<file path="config.mk">
export PLATFORM = sky130hd
export DESIGN_NAME = rd_prefetch_ctl
export DESIGN_NICKNAME = d
export VERILOG_FILES = /design/src/rtl/rd_prefetch_ctl.sv
export SDC_FILE = /design/constraint.sdc
export NUM_CORES = 1
export LEC_CHECK = 0
export BUFFER_PORTS_ARGS = -buffer_cell sky130_fd_sc_hd__clkbuf_2
export CAP_MARGIN = 0
export CORE_MARGIN = 10
export CORE_UTILIZATION = 40
export DETAILED_ROUTE_END_ITERATION = 8
export GPL_ROUTABILITY_DRIVEN = 0
export MAX_ROUTING_LAYER = met4
export PLACE_DENSITY_LB_ADDON = 0.15
export SYNTH_ARGS = -nofsm -noshare
export SYNTH_HDL_FRONTEND = slang
export SYNTH_SLANG_ARGS = --single-unit
</file>
<file path="constraint.sdc">
create_clock -name clk -period 2.06 [get_ports clk]
set_input_delay 0.618 -clock clk [delete_from_list [all_inputs] [get_ports clk]]
set_output_delay 0.618 -clock clk [all_outputs]
set_load 0.02 [all_outputs]
</file>
<file path="src/rtl/rd_prefetch_ctl.sv">
module rd_prefetch_ctl #(
  parameter int AW        = 32,
  parameter int LINE_LOG2 = 5,
  parameter int LVL_W     = 4
) (
  input  logic             clk,
  input  logic             rst_n,
  input  logic             pf_enable,
  input  logic             inval_set,
  input  logic             rd_start,
  input  logic [1:0]       rd_cmd,
  input  logic [2:0]       rd_win,
  input  logic [AW-1:0]    rd_addr,
  input  logic             frame,
  input  logic [LVL_W-1:0] buf_free,
  input  logic             tgt_xfer,
  input  logic             line_ack,
  output logic             line_req,
  output logic [AW-1:0]    line_addr,
  output logic             fill_valid,
  output logic             fill_inval,
  output logic             buf_flush,
  output logic             disconnect
);
  localparam logic [AW-1:0] LINE_BYTES = AW'(1) << LINE_LOG2;

  typedef enum logic [1:0] {S_IDLE, S_FETCH, S_CHECK} st_t;
  st_t  state;
  logic inval_q, pf_act, poison;

  wire win_pf   = (rd_win >= 3'd1) && (rd_win <= 3'd5);
  wire win_mem  = (rd_win <= 3'd5);
  wire cmd_rd   = (rd_cmd == 2'b00) || (rd_cmd == 2'b01);
  wire cmd_mrm  = (rd_cmd == 2'b10);
  wire qualify  = (cmd_mrm && win_mem) || (pf_enable && cmd_rd && win_pf);
  wire space    = (buf_free != '0);
  wire inv_rise = inval_set && !inval_q;
  wire drop     = pf_act && !frame;
  wire taint    = poison || inval_set || !frame;

  assign line_req = (state == S_FETCH);

  always_ff @(posedge clk) begin
    if (!rst_n) begin
      state      <= S_IDLE;
      inval_q    <= 1'b0;
      pf_act     <= 1'b0;
      poison     <= 1'b0;
      line_addr  <= '0;
      fill_valid <= 1'b0;
      fill_inval <= 1'b0;
      buf_flush  <= 1'b0;
      disconnect <= 1'b0;
    end else begin
      inval_q    <= inval_set;
      buf_flush  <= inv_rise || drop;
      disconnect <= inv_rise && tgt_xfer;
      fill_valid <= 1'b0;
      fill_inval <= 1'b0;
      if (inv_rise || drop) pf_act <= 1'b0;
      case (state)
        S_IDLE: begin
          if (rd_start && frame && qualify && !inval_set && space) begin
            state     <= S_FETCH;
            pf_act    <= 1'b1;
            poison    <= 1'b0;
            line_addr <= {rd_addr[AW-1:LINE_LOG2], {LINE_LOG2{1'b0}}};
          end
        end
        S_FETCH: begin
          if (line_ack) begin
            fill_valid <= !taint;
            fill_inval <= taint;
            line_addr  <= line_addr + LINE_BYTES;
            state      <= S_CHECK;
          end else if (inval_set || !frame) begin
            poison <= 1'b1;
          end
        end
        S_CHECK: begin
          if (!frame || inval_set) begin
            state <= S_IDLE;
          end else if (space) begin
            state  <= S_FETCH;
            poison <= 1'b0;
            pf_act <= 1'b1;
          end
        end
        default: state <= S_IDLE;
      endcase
    end
  end

  // outputs quiet in the cycle after reset
  a_r1_quiet_after_reset: assert property (@(posedge clk)
    !rst_n |=> !(line_req || fill_valid || fill_inval || buf_flush || disconnect));

  // request held until the internal bus completes it
  a_r4_req_held: assert property (@(posedge clk) disable iff (!rst_n)
    (line_req && !line_ack) |=> line_req);

  // each completion advances the address by one line
  a_r4_addr_step: assert property (@(posedge clk) disable iff (!rst_n)
    (line_req && line_ack) |=> (line_addr == $past(line_addr) + LINE_BYTES));

  // no new request while the buffer is full
  a_r4_no_overflow: assert property (@(posedge clk) disable iff (!rst_n)
    (!line_req && buf_free == '0) |=> !line_req);

  // a completion is tagged exactly one way
  a_r8_tag_exclusive: assert property (@(posedge clk) disable iff (!rst_n)
    !(fill_valid && fill_inval));

  // a disconnect always comes with a flush
  a_r7_disc_flush: assert property (@(posedge clk) disable iff (!rst_n)
    disconnect |-> buf_flush);

  // sticky invalidate blocks any new request
  a_r9_sticky_block: assert property (@(posedge clk) disable iff (!rst_n)
    (!line_req && inval_set) |=> !line_req);

  // line address is aligned
  a_r10_aligned: assert property (@(posedge clk) disable iff (!rst_n)
    line_addr[LINE_LOG2-1:0] == '0);
endmodule

</file>
==> metrics.cfg <==
[run_status]
status = completed

[synthesis]
synth_top_area_share = 0.3406
seq_area_frac_synth = 0.3406
synth.cell_area_mm2 = 0.002116
synthMostInstantiatedCell = nand2_1
synth_area_leaders = dfxtp_1, nand2_1, a21oi_1, nand3_1, nor2_1
post-synth-top-area-cell = dfxtp_1
async_flop_share = 0
ys_ff_latch = 36
netlist_instances = 287
synth_ff_type = dfxtp_1
yosysWarnings = 0
synth-edff-count = 0
syn_avg_cell_area_um2 = 7.372
yosys-top-cells-count = nand2_1, dfxtp_1, nor2_1
synth.distinct_cells = 48

[cells_and_area]
design_area_mm2 = 0.002889
multi_input_area_mm2 = 0.001305
diodes = 0
post-route-util = 0.5657
register_area_um2 = 720.7
area_growth_pct = 36.55
nNetsFinal = 435
nFillCells = 535
drive_gt1_frac = 0.3316

[timing]
finalHoldViolCount = 0
worst_slack_ns = 0.05375
drv_slew = 0
fin_setup_tns_ns = 0
setup_viol = 0
grt_setup_unrepaired = false
fin_crit_sh = 0.9739
fin_crit_ns = 2.006
fmax_mhz = 498.4
fin_skew_ns = 0.006637

[placement]
port_buffers = 75
hpwlAfterDp_mm = 5.472
placedInstanceArea_mm2 = 0.002776
pre_cts_ws_ns = -0.3083

[clock_network]
cts-root-buf = clkbuf_8
post_cts_buffers = 0
postCtsHoldBufs = 0
cts.sinks = 36
htreeDepth = 2
clkLatencyLatePin_ns = 0.29
clkTransAtPathRegs_ns = 0.08
cts_made_buffers = 5
cts_tree = yes
ctsLongestPathBuffers = 2

[global_route]
grt_pass1_vias = 2373
grt_max_degree = 35
grt_pass1_wl_mm = 11.56
track_usage = 0.1646
overflow = 0
antenna_found_initial = 0

[run]
maxCapViolations = 0

[critical_path]
path_max_fanout = 27
start_kind = input port
r2r_setup_slack_ns = 0.11
path_buf_inv = 2
cp_cell_sequence = buf_6 > nand2b_4 > or3_4 > o41a_1 > buf_12 > or3_1 > a31oi_1
critPathMaxStageDelay_ns = 0.42
criticalPathCategory = in2reg
crit_family = simple AND/OR/NAND/NOR gates
cp.arrival_ns = 2.22
crit_path_top_delay_cell = o41a_1
endpoint_kind = flop
crit_required_ns = 2.27

[power]
vdd_drop_max_v = 0.0002895
powerDensity_mw_per_mm2 = 527.7
p_leak_nw = 1.268

[routing]
wl_mm = 7.082
top_layer = met4
postRouteAntennaNets = 0
drt-wirelength-per-cell_um = 15.53
met3_wirelength_um = 390
via_per_inst = 5.480
vias = 2499
drtPass1Iterations = 4
wl_met2_mm = 3.231
drc = 0
initialDrtViolationCount = 170
wl_met1_mm = 3.426

[floorplanning]
core_area_mm2 = 0.005107
start_util = 0.4143
dieArea_mm2 = 0.008599
fp.dieW_um = 92.73
io_pins = 86
die_h_um = 92.73
rows = 26

[worst_hold_path]
hold_path.class = reg2reg

-- layout make-up --
type,count,area share
clock buffers,6,0.02858
clock inverters,2,0.003465
inverters,4,0.005197
multi-input cells,227,0.4517
flip-flops and latches,36,0.2495
well taps,70,0.03032
repair buffers,111,0.2313
-- flip-flops by register name, indices dropped and copies added (netlist names) --
name and cells:
buf_flush 1, disconnect 1, fill_inval 1, fill_valid 1, inval_q 1, line_addr 27
pf_act 1, poison 1, state 2
-- report_power, final --
group	internal (mW)	switching, mW
Combinational	0.115	0.145
Clock	0.267	0.261
Sequential	0.718	0.0182
Total	1.10	0.425
-- repair_timing --
action | 4_1_cts | 5_1_grt
resized for setup | 0 | 4
pin swaps | 1 | 1
cloned | 0 | 0
setup endpoints to repair | 1 | 6
-- stage by stage --
| step | total power, mW | hold WS (ns) | cells |
|---|---|---|---|
| floorplan | 0.8981 | 0.4158 | 291 |
| global placement | 1.008 | 0.4331 | 448 |
| detailed placement | 1.011 | 0.4427 | 448 |
| CTS | 1.534 | 0.4551 | 456 |
| global route | 1.593 | 0.4665 | 456 |
| finish | 1.525 | 0.4586 | 456 |
-- metal layers --
| layer | vias up | track usage |
|---|---|---|
| li1 | 1256 | - |
| met1 | 1171 | 0.2119 |
| met2 | 67 | 0.2529 |
| met3 | 5 | 0.03713 |
| met4 | 0 | 0.04499 |
| met5 | - | - |
-- worst paths after layout --
check                   to  depth (start not counted)           from
min             fill_valid                          1         poison
max reg2reg  line_addr[28]                          6  line_addr[13]
min reg2reg     fill_valid                          1         poison
max           line_addr[5]                          7      inval_set
-- logic make-up (layout without fill, tap and decap cells) --
| logic type | count (synthesis) | in the layout | share of synthesized area |
|---|---|---|---|
| fa+ha+maj | 1 | 1 | 0.005913 |
| simple gates | 127 | 127 | 0.2915 |
| buf+inv | 28 | 123 | 0.06091 |
| flops | 36 | 36 | 0.3406 |
| compound gates | 94 | 94 | 0.2992 |
| other cells | 1 | 5 | 0.001772 |
-- cells in the final DEF (no fill, tap or decap), types with 5 or more instances in the layout --
master and instances:
nor2_1 28, nand2_1 41, o21ai_0 18, clkbuf_8 6, buf_4 34, dfxtp_1 36
clkbuf_2 74, nand3_1 21, o31ai_1 8, nor4_1 8, and3_1 5, conb_1 5
a22oi_1 7, a21oi_1 24, a31oi_1 5
Note: power is estimated with default switching activity, not from simulation.
